`src/rtl/pbf_pkg.sv`:
```
package pbf_pkg;

    typedef enum logic [3:0] {
        ST_IDLE,
        ST_MREQ,
        ST_MRSP,
        ST_BREQ,
        ST_BRSP,
        ST_GREQ,
        ST_GRSP,
        ST_OUT,
        ST_HALT,
        ST_DROP
    } pbf_state_e;

    typedef enum logic [1:0] {
        KIND_CMD     = 2'd0,
        KIND_INCR    = 2'd1,
        KIND_NONINCR = 2'd2
    } pbf_kind_e;

    localparam logic [3:0] OPC_RESTART = 4'hE;
    localparam logic [3:0] OPC_GATHER  = 4'hD;

    localparam logic [1:0] SEL_START = 2'd0;
    localparam logic [1:0] SEL_END   = 2'd1;
    localparam logic [1:0] SEL_PUT   = 2'd2;

endpackage

```
`src/rtl/pbf_regs.sv`:
```
module pbf_regs
    import pbf_pkg::*;
#(
    parameter int AW = 32
) (
    input  logic          clk,
    input  logic          rst_n,
    input  logic          chan_rst,
    input  logic          reg_we,
    input  logic [1:0]    reg_sel,
    input  logic [AW-1:0] reg_wdata,
    output logic [AW-1:0] start_addr,
    output logic [AW-1:0] end_addr,
    output logic [AW-1:0] put_addr,
    output logic          kick
);

    typedef struct packed {
        logic [AW-1:0] start;
        logic [AW-1:0] stop;
        logic [AW-1:0] put;
        logic          kick;
    } regs_s;

    regs_s regs_d, regs_q;

    always_comb begin
        regs_d      = regs_q;
        regs_d.kick = chan_rst;
        if (reg_we) begin
            case (reg_sel)
                SEL_START: begin
                    regs_d.start = reg_wdata;
                    regs_d.kick  = 1'b1;
                end
                SEL_END: regs_d.stop = reg_wdata;
                SEL_PUT: regs_d.put  = reg_wdata;
                default: ;
            endcase
        end
    end

    always_ff @(posedge clk) begin
        if (!rst_n) regs_q <= '0;
        else        regs_q <= regs_d;
    end

    assign start_addr = regs_q.start;
    assign end_addr   = regs_q.stop;
    assign put_addr   = regs_q.put;
    assign kick       = regs_q.kick;


    restart_kick_chk: assert property (@(posedge clk) disable iff (!rst_n)
        (chan_rst || (reg_we && reg_sel == SEL_START)) |=> kick);


    put_hold_chk: assert property (@(posedge clk) disable iff (!rst_n)
        !(reg_we && reg_sel == SEL_PUT) |=> $stable(put_addr));

endmodule

```
`src/rtl/pbf_decode.sv`:
```
module pbf_decode
    import pbf_pkg::*;
#(
    parameter int CNT_W = 16
) (
    input  logic [31:0]      word,
    output logic             is_restart,
    output logic             is_gather,
    output logic [CNT_W-1:0] count,
    output pbf_kind_e        kind
);

    logic [3:0] opc;
    logic [1:0] mode;

    assign opc        = word[31:28];
    assign mode       = word[27:26];
    assign is_restart = (opc == OPC_RESTART);
    assign is_gather  = (opc == OPC_GATHER);
    assign count      = word[CNT_W-1:0];

    always_comb begin
        case (mode)
            2'b01:   kind = KIND_INCR;
            2'b10:   kind = KIND_NONINCR;
            default: kind = KIND_CMD;
        endcase
    end

endmodule

```
`src/rtl/pbf_seq.sv`:
```
module pbf_seq
    import pbf_pkg::*;
#(
    parameter int AW    = 32,
    parameter int CNT_W = 16
) (
    input  logic          clk,
    input  logic          rst_n,
    input  logic          kick,
    input  logic [AW-1:0] start_addr,
    input  logic [AW-1:0] end_addr,
    input  logic [AW-1:0] put_addr,
    output logic          mem_req_valid,
    input  logic          mem_req_ready,
    output logic [AW-1:0] mem_req_addr,
    input  logic          mem_rsp_valid,
    input  logic [31:0]   mem_rsp_data,
    output logic          out_valid,
    input  logic          out_ready,
    output logic [31:0]   out_word,
    output logic          out_payload,
    output logic [1:0]    out_kind,
    output logic [AW-1:0] get_ptr,
    output logic          err
);

    localparam logic [AW-1:0] WORD_STEP = AW'(4);
    localparam logic [AW-1:0] HDR_STEP  = AW'(8);

    typedef struct packed {
        pbf_state_e       state;
        logic [AW-1:0]    get;
        logic [AW-1:0]    gptr;
        logic [CNT_W-1:0] gcnt;
        pbf_kind_e        gkind;
        logic             in_gather;
        logic             err;
        logic [31:0]      word;
        logic             payload;
        pbf_kind_e        kind;
    } seq_s;

    seq_s seq_d, seq_q;

    logic             dec_restart;
    logic             dec_gather;
    logic [CNT_W-1:0] dec_count;
    pbf_kind_e        dec_kind;

    pbf_decode #(.CNT_W(CNT_W)) u_decode (
        .word       (mem_rsp_data),
        .is_restart (dec_restart),
        .is_gather  (dec_gather),
        .count      (dec_count),
        .kind       (dec_kind)
    );

    logic          hs;
    logic          adv;
    logic [AW-1:0] step;
    logic [AW-1:0] nget;
    logic [AW-1:0] get_next_word;
    logic          wait_rsp;
    logic          in_req;

    assign get_next_word = seq_q.get + WORD_STEP;

    always_comb begin
        seq_d = seq_q;
        adv   = 1'b0;
        step  = '0;

        in_req   = (seq_q.state == ST_MREQ) || (seq_q.state == ST_BREQ) ||
                   (seq_q.state == ST_GREQ);
        wait_rsp = (seq_q.state == ST_MRSP) || (seq_q.state == ST_BRSP) ||
                   (seq_q.state == ST_GRSP) || (seq_q.state == ST_DROP);

        mem_req_valid = in_req;
        case (seq_q.state)
            ST_BREQ: mem_req_addr = get_next_word;
            ST_GREQ: mem_req_addr = seq_q.gptr;
            default: mem_req_addr = seq_q.get;
        endcase
        hs = in_req && mem_req_ready;

        case (seq_q.state)
            ST_IDLE: begin
                if (seq_q.get != put_addr) seq_d.state = ST_MREQ;
            end
            ST_MREQ: if (hs) seq_d.state = ST_MRSP;
            ST_MRSP: begin
                if (mem_rsp_valid) begin
                    if (dec_restart) begin
                        seq_d.get   = start_addr;
                        seq_d.state = ST_IDLE;
                    end else if (dec_gather) begin
                        seq_d.gcnt  = dec_count;
                        seq_d.gkind = dec_kind;
                        if (get_next_word == end_addr) begin
                            seq_d.err   = 1'b1;
                            seq_d.state = ST_HALT;
                        end else begin
                            seq_d.state = ST_BREQ;
                        end
                    end else begin
                        seq_d.word      = mem_rsp_data;
                        seq_d.payload   = 1'b0;
                        seq_d.kind      = KIND_CMD;
                        seq_d.in_gather = 1'b0;
                        seq_d.state     = ST_OUT;
                    end
                end
            end
            ST_BREQ: if (hs) seq_d.state = ST_BRSP;
            ST_BRSP: begin
                if (mem_rsp_valid) begin
                    seq_d.gptr = mem_rsp_data[AW-1:0];
                    if (seq_q.gcnt == '0) begin
                        adv  = 1'b1;
                        step = HDR_STEP;
                    end else begin
                        seq_d.state = ST_GREQ;
                    end
                end
            end
            ST_GREQ: if (hs) seq_d.state = ST_GRSP;
            ST_GRSP: begin
                if (mem_rsp_valid) begin
                    seq_d.word      = mem_rsp_data;
                    seq_d.payload   = (seq_q.gkind != KIND_CMD);
                    seq_d.kind      = seq_q.gkind;
                    seq_d.in_gather = 1'b1;
                    seq_d.state     = ST_OUT;
                end
            end
            ST_OUT: begin
                if (out_ready) begin
                    if (seq_q.in_gather) begin
                        seq_d.gptr = seq_q.gptr + WORD_STEP;
                        seq_d.gcnt = seq_q.gcnt - 1'b1;
                        if (seq_q.gcnt == CNT_W'(1)) begin
                            seq_d.in_gather = 1'b0;
                            adv  = 1'b1;
                            step = HDR_STEP;
                        end else begin
                            seq_d.state = ST_GREQ;
                        end
                    end else begin
                        adv  = 1'b1;
                        step = WORD_STEP;
                    end
                end
            end
            ST_HALT: ;
            ST_DROP: if (mem_rsp_valid) seq_d.state = ST_IDLE;
            default: seq_d.state = ST_IDLE;
        endcase

        nget = seq_q.get + step;
        if (adv) begin
            seq_d.get = nget;
            if (nget == end_addr) begin
                seq_d.err   = 1'b1;
                seq_d.state = ST_HALT;
            end else begin
                seq_d.state = ST_IDLE;
            end
        end

        if (kick) begin
            seq_d.get       = start_addr;
            seq_d.err       = 1'b0;
            seq_d.in_gather = 1'b0;
            if ((wait_rsp && !mem_rsp_valid) || hs) seq_d.state = ST_DROP;
            else                                     seq_d.state = ST_IDLE;
        end
    end

    always_ff @(posedge clk) begin
        if (!rst_n) begin
            seq_q       <= '0;
            seq_q.state <= ST_IDLE;
            seq_q.gkind <= KIND_CMD;
            seq_q.kind  <= KIND_CMD;
        end else begin
            seq_q <= seq_d;
        end
    end

    assign out_valid   = (seq_q.state == ST_OUT);
    assign out_word    = seq_q.word;
    assign out_payload = seq_q.payload;
    assign out_kind    = seq_q.kind;
    assign get_ptr     = seq_q.get;
    assign err         = seq_q.err;


    out_hold_chk: assert property (@(posedge clk) disable iff (!rst_n)
        (out_valid && !out_ready && !kick) |=> (out_valid && $stable(out_word)));


    req_hold_chk: assert property (@(posedge clk) disable iff (!rst_n)
        (mem_req_valid && !mem_req_ready && !kick) |=>
            (mem_req_valid && $stable(mem_req_addr)));


    get_step_chk: assert property (@(posedge clk) disable iff (!rst_n)
        !kick |=> (get_ptr == $past(get_ptr) ||
                   get_ptr == $past(get_ptr) + WORD_STEP ||
                   get_ptr == $past(get_ptr) + HDR_STEP ||
                   get_ptr == start_addr));


    halt_quiet_chk: assert property (@(posedge clk) disable iff (!rst_n)
        err |-> (!mem_req_valid && !out_valid));


    err_sticky_chk: assert property (@(posedge clk) disable iff (!rst_n)
        (err && !kick) |=> err);


    payload_kind_chk: assert property (@(posedge clk) disable iff (!rst_n)
        out_valid |-> (out_payload == (out_kind != 2'd0)));

endmodule

```
`src/rtl/pbuf_fetch.sv`:
```
module pbuf_fetch
    import pbf_pkg::*;
#(
    parameter int AW    = 32,
    parameter int CNT_W = 16
) (
    input  logic          clk,
    input  logic          rst_n,
    input  logic          chan_rst,
    input  logic          reg_we,
    input  logic [1:0]    reg_sel,
    input  logic [AW-1:0] reg_wdata,
    output logic [AW-1:0] get_ptr,
    output logic          err,
    output logic          mem_req_valid,
    input  logic          mem_req_ready,
    output logic [AW-1:0] mem_req_addr,
    input  logic          mem_rsp_valid,
    input  logic [31:0]   mem_rsp_data,
    output logic          out_valid,
    input  logic          out_ready,
    output logic [31:0]   out_word,
    output logic          out_payload,
    output logic [1:0]    out_kind
);

    logic [AW-1:0] start_addr;
    logic [AW-1:0] end_addr;
    logic [AW-1:0] put_addr;
    logic          kick;

    pbf_regs #(.AW(AW)) u_regs (
        .clk        (clk),
        .rst_n      (rst_n),
        .chan_rst   (chan_rst),
        .reg_we     (reg_we),
        .reg_sel    (reg_sel),
        .reg_wdata  (reg_wdata),
        .start_addr (start_addr),
        .end_addr   (end_addr),
        .put_addr   (put_addr),
        .kick       (kick)
    );

    pbf_seq #(.AW(AW), .CNT_W(CNT_W)) u_seq (
        .clk           (clk),
        .rst_n         (rst_n),
        .kick          (kick),
        .start_addr    (start_addr),
        .end_addr      (end_addr),
        .put_addr      (put_addr),
        .mem_req_valid (mem_req_valid),
        .mem_req_ready (mem_req_ready),
        .mem_req_addr  (mem_req_addr),
        .mem_rsp_valid (mem_rsp_valid),
        .mem_rsp_data  (mem_rsp_data),
        .out_valid     (out_valid),
        .out_ready     (out_ready),
        .out_word      (out_word),
        .out_payload   (out_payload),
        .out_kind      (out_kind),
        .get_ptr       (get_ptr),
        .err           (err)
    );

endmodule

```
`config.mk`:
```
export PLATFORM = sky130hd
export DESIGN_NAME = pbuf_fetch
export DESIGN_NICKNAME = d
export VERILOG_FILES = /design/src/rtl/pbf_pkg.sv /design/src/rtl/pbf_regs.sv /design/src/rtl/pbf_decode.sv /design/src/rtl/pbf_seq.sv /design/src/rtl/pbuf_fetch.sv
export SDC_FILE = /design/constraint.sdc
export NUM_CORES = 1
export LEC_CHECK = 0
export ABC_AREA = 0
export ABC_CLOCK_PERIOD_IN_PS = 4800
export BUFFER_PORTS_ARGS = -buffer_cell sky130_fd_sc_hd__buf_2
export CORE_ASPECT_RATIO = 1.1
export CORE_MARGIN = 2
export CORE_UTILIZATION = 53
export DETAILED_ROUTE_END_ITERATION = 16
export GPL_ROUTABILITY_DRIVEN = 0
export PLACE_DENSITY = 0.77
export SKIP_LAST_GASP = 1
export SLEW_MARGIN = 40
export SYNTH_ARGS = -nofsm -noshare
export SYNTH_HDL_FRONTEND = slang
export SYNTH_SLANG_ARGS = --single-unit
```
`constraint.sdc`:
```
create_clock -name clk -period 4.8 [get_ports clk]
set_input_delay 0.72 -clock clk [delete_from_list [all_inputs] [get_ports clk]]
set_output_delay 0.72 -clock clk [all_outputs]
set_load 0.02 [all_outputs]
```
==> flow_summary.ini, run 1 <==
[setup_path]
critical_path_class = register to register
endpoint_kind = register
start_kind = register
worstReg2RegStart = u_seq.seq_q[39]
reg2reg_depth = 15
required_ps = 5250
critPathMaxFanout = 9
r2r_end = u_seq.seq_q[122]
cp_data_arrival_time_ps = 5010
worst-r2r-setup-slack_ps = 250

[clock_tree]
cts_buffers = 24
clkSinkCount = 220
post-cts-setup-buffers = 0
htree_levels = 1
clock_latency_ps = 530
tritoncts = built
ctsLongestPathBuffers = 3
clk_pin_slew_worst_paths_ps = 70
cts-root-buf = clkbuf_16
holdBufCountCts = 0
cts.repair.resized = 0

[place]
port-buffer-count = 174
placed_area_um2 = 13900
dpl.hpwl_um = 31000

[drt]
drt-initial-drc-count = 1806
dr.pass1.iters = 9
met3_length_um = 4200
wl_um = 43900
dr_total_vias = 14168
top_layer = met4
vias_per_cell = 6.37
wl_met1_um = 17900
postRouteAntennaNets = 0
wire_per_inst_um = 19.7
drc_errors = 0
dr_wl_met2_um = 19500

[power_and_ir_drop]
ir_drop_mv = 0.249
p_per_area_nw_per_um2 = 307
cellLeakagePower_nw = 5.59

[yosys]
synth_edf_count = 0
async_reset_ff_share_pct = 0
syn_avg_cell_area_um2 = 7.16
synth.distinct_cells = 70
yosysSeqAreaShare_pct = 32.8
ys_warn_count = 0
synth.cell_area_um2 = 13400
synth_flop_cell = dfxtp_1
syn-num-nets = 1955
ys_ff_latch = 220
synthCells = 1874

[sta]
worst_pin_slew_ps = 865
finalSetupViolCount = 0
post-route-period-util_pct = 94.9
setup_tns_ps = 0
min_period_ps = 4550
rsz0062_at_grt = false
maxSlewViolCount = 0
finalClockSkew_ps = 10.5
max_freq_mhz = 220
slew_headroom_pct = 41.9
fin_worst_hold_slack_ps = 438
hold_viol = 0

[global_routing]
grt_max_degree = 143
antenna_found_initial = 0
overflow = 0
grt_pass1_wl_um = 68200
grt.total_usage_pct = 31.7
grt_pass1_vias = 12473

[finish]
layout.nets = 1972
fillers = 2320
final_area_um2 = 14800
area_growth_pct = 9.97
seq_area_um2 = 4400
multiInputGateArea_um2 = 7880
diodes = 0
drive_above_1_share_pct = 14.8

[min_path]
hold_path_startpoint = chan_rst
whs_path_depth = 3
whs_endpoint = u_regs.kick
hold_class = input pin to register

[die]
row_count = 61
fp.dieH_um = 171
initial_core_util_pct = 53.4
die_w_um = 156
die_area_um2 = 26600
ios = 175
design.core.area_um2 = 25100

[flow_run]
drv_cap = 0

[status]
status = completed
## report_power, final
part / total [mW] / switching [mW] / internal [mW]
combinational: 0.699 / 0.459 / 0.240
clock: 1.88 / 0.769 / 1.11
sequential: 1.95 / 0.0683 / 1.89
total: 4.53 / 1.30 / 3.24
## sequential cells by signal, indices dropped and copies added, names as in the netlist
name and count:
u_regs.end_addr 32, u_regs.kick 1, u_regs.put_addr 32, u_regs.start_addr 32, u_seq.err 1, u_seq.get_ptr 32
u_seq.out_kind 2, u_seq.out_payload 1, u_seq.out_word 32, u_seq.seq_q 55
## critical path: stages, from the launching register on
cell and delay [ps]:
dfxtp_1 350, inv_1 140, ha_1 210, or3b_2 460, or2_2 300, a21oi_1 270
ha_1 210, a21oi_1 60, or4_1 490, buf_4 210, nor4_1 610, xor2_1 230
o2111ai_1 140, nor4_1 310, a32oi_1 260, o31ai_2 220
## synth_stat cells (21+ instances only)
master	n	area (um^2)
dfxtp_1	220	4400
clkbuf_1	126	473
nor2_1	147	552
nand3_1	72	360
a21oi_1	218	1090
o31ai_1	21	158
xnor2_1	46	403
xor2_1	61	534
buf_4	68	510
nor3_1	46	230
nand2_1	351	1320
a22oi_1	40	300
nor4_1	33	206
nand4_1	35	219
o21ai_0	101	505
## cell usage in the layout, fill, tap and decap left out, drive strengths merged, types with 5 or more instances in the layout
cell     count
a2111oi      5
a211oi      15
a21oi      218
a221o       17
a22oi       40
a31oi       14
and2        12
and3        14
and4         9
buf        213
clkbuf      36
dfxtp      220
ha           7
inv         21
mux2i        7
nand2      351
nand2b      10
nand3       73
nand3b       5
nand4       37
nor2       147
nor2b        6
nor3        46
nor3b        8
nor4        35
o21ai      103
o221a        5
o22ai       13
o31ai       22
o41ai        9
or2          9
or3          6
or4          9
xnor2       46
xor2        61
## area by class of cell
class,instances,share of cell area (%)
sequential,220,29.9
multi-input combinational,1411,53.4
inverter,21,0.585
clock inverter,7,0.619
tap,315,2.67
clock buffer,36,4.72
timing repair buffer,213,8.16
## metal layers
layer	global-route usage, %	vias up
li1	-	6589
met3	4.23	179
met1	43.2	6533
met4	13.8	0
met2	50.4	867
met5	0	-
## worst max-delay path by stage
stage / startpoint / to / slack [ps]
after floorplan: u_seq.seq_q[120] / u_seq.seq_q[122] / 190
after global placement: mem_rsp_valid / u_seq.seq_q[122] / 510
after detailed placement: u_seq.seq_q[39] / u_seq.seq_q[122] / 420
after CTS: u_seq.seq_q[39] / u_seq.seq_q[122] / 390
after global routing: u_seq.seq_q[43] / u_seq.seq_q[122] / 40
final: u_seq.seq_q[39] / u_seq.seq_q[122] / 250
## stage by stage
step                      instances  power (mW)  setup WS, ps  util, %
after floorplan                1874        2.46           186        -
after detailed placement       2177        2.67           419     55.3
after CTS                      2220        4.52           386     58.4
after global routing           2223        4.68          42.7     58.8
final                          2223        4.53           245     58.8
after global placement         2177        2.66           505     55.3
## kinds of logic (layout without fill, tap and decap cells)
family                   count (synthesis)  in the layout  synth area share, %
AO/OA/AOI/OAI                          499            499                 22.6
buffers and inverters                  243            277                 8.80
multiplexers                             9              9                0.690
XOR/XNOR                               107            107                 6.98
adder cells (fa/ha/maj)                  8              8                0.802
flip-flops                             220            220                 32.8
AND/OR/NAND/NOR                        788            788                 27.3
Power figures use the tool's default switching activity.
==> inputs of run 2 (changes only) <==
Settings changed: PLACE_DENSITY 0.77 to default, PLACE_DENSITY_LB_ADDON from default to 0.1.
==> run 2 against run 1 <==
Sequential power is essentially flat. Design area grew 0.25%. Register-to-register slack gained 90 ps. Non-clock buffer count grew 4. Clock skew grew 2.0 ps. Critical path type unchanged. Clock power is essentially flat. Die area is the same. Highest routed layer unchanged. Final cell count grew 0.22%. Setup slack gained 87 ps. Via count shrank 1.8%. Core utilization grew 0.14 points. Count of clock-buffer cells in the layout grew 1.
==> flow_summary.ini, run 2 (same netlist as run 1, synthesis figures left out) <==
[setup_path]
worstReg2RegStart = u_seq.seq_q[39]
critical_path_class = register to register
reg2reg_depth = 14
required_ps = 5240
cp_data_arrival_time_ps = 4910
worst-r2r-setup-slack_ps = 330
r2r_end = u_seq.seq_q[122]
endpoint_kind = register
start_kind = register
critPathMaxFanout = 5

[global_routing]
grt_max_degree = 143
grt_pass1_vias = 12657
grt_pass1_wl_um = 70400
overflow = 0
grt.total_usage_pct = 33.2
antenna_found_initial = 1

[die]
initial_core_util_pct = 53.4
fp.dieH_um = 171
ios = 175
row_count = 61
die_area_um2 = 26600
die_w_um = 156
design.core.area_um2 = 25100

[clock_tree]
cts.repair.resized = 0
ctsLongestPathBuffers = 3
htree_levels = 1
clk_pin_slew_worst_paths_ps = 60
cts-root-buf = clkbuf_16
tritoncts = built
post-cts-setup-buffers = 0
clkSinkCount = 220
holdBufCountCts = 0
cts_buffers = 24
clock_latency_ps = 530

[sta]
finalClockSkew_ps = 12.5
rsz0062_at_grt = false
setup_tns_ps = 0
min_period_ps = 4470
slew_headroom_pct = 43.7
max_freq_mhz = 224
finalSetupViolCount = 0
fin_worst_hold_slack_ps = 408
setup_slack_ps = 332
maxSlewViolCount = 0
worst_pin_slew_ps = 834
hold_viol = 0
post-route-period-util_pct = 93.1

[finish]
mostFrequentLayoutCell = nand2_1
area_growth_pct = 10.2
final_cell_mix = nand2_1 (350), dfxtp_1 (220), a21oi_1 (218), buf_2 (174), nor2_1 (146)
final_cells = 2228
drive_above_1_share_pct = 15.2
regMostFlops = u_seq.seq_q
largest_register_ffs = 55
layout.nets = 1976

[min_path]
hold_path_startpoint = chan_rst
whs_endpoint = u_regs.kick
whs_path_depth = 3
hold_class = input pin to register

[drt]
dr_total_vias = 13907
drt-initial-drc-count = 1401
postRouteAntennaNets = 0
wl_um = 45300
vias_per_cell = 6.24
dr.pass1.iters = 7
drc_errors = 0
wire_per_inst_um = 20.3

[power_and_ir_drop]
ir_drop_mv = 0.212
cellLeakagePower_nw = 5.61
p_per_area_nw_per_um2 = 309

[flow_run]
drv_cap = 0

[place]
port-buffer-count = 174
dp.cells = 2184
post-place-ws_ps = 435
dpl.hpwl_um = 32600

[status]
status = completed
-- run 2: cell count changes in the layout (fill, tap and decap cells not counted), sizes merged --
cell	before	now
inv	21	20
diode	0	1
buf	213	217
clkbuf	36	37
-- run 2: per-stage QoR --
stage	power (mW)	cell area (um^2)	util, %
global placement	2.66	13900	55.5
finish	4.56	14800	58.9
detailed placement	2.67	14000	55.6
floorplan	2.46	13400	-
global route	4.73	14800	58.9
CTS	4.57	14800	58.8
-- run 2: routing by layer --
| metal | track usage [%] | vias up | routed length (um) |
|---|---|---|---|
| li1 | - | 6607 | - |
| met1 | 44.1 | 6494 | 18800 |
| met2 | 53.1 | 669 | 20500 |
| met3 | 4.71 | 137 | 3590 |
| met4 | 16.0 | 0 | 2350 |
| met5 | 0 | - | 0 |
-- run 2: report_power, final --
group / internal [mW] / switching [mW] / leakage, nW
combinational: 0.232 / 0.457 / 3.44
clock: 1.14 / 0.774 / 0.393
sequential: 1.89 / 0.0748 / 1.78
total: 3.26 / 1.31 / 5.61
-- run 2: critical path, stage by stage (launching register included) --
cell	delay, ps
dfxtp_1	350
inv_1	130
ha_1	200
or3b_2	470
or2_2	300
a21oi_1	280
ha_1	210
a21oi_1	60
or4_1	480
or4_4	460
xor2_1	180
a221o_1	370
nor4_2	400
a32oi_1	250
o31ai_2	230
-- run 2: worst max-delay path by stage --
stage                        to  depth (start not counted)              from
2_1_floorplan  u_seq.seq_q[122]                         18  u_seq.seq_q[120]
3_3_place_gp   u_seq.seq_q[122]                         13     mem_rsp_valid
3_5_place_dp   u_seq.seq_q[122]                         13     mem_rsp_valid
4_1_cts        u_seq.seq_q[122]                         14   u_seq.seq_q[39]
5_1_grt        u_seq.seq_q[122]                         14   u_seq.seq_q[39]
6_report       u_seq.seq_q[122]                         14   u_seq.seq_q[39]
-- run 2: cell type report --
cell class	count	area, um^2
Clock buffer	37	721
Inverter	21	91.3
Sequential cell	220	4400
Clock inverter	6	86.3
Tap cell	315	394
Multi-Input combinational cell	1411	7900
Fill cell	2476	10300
Antenna cell	1	2.50
Timing Repair Buffer	217	1190
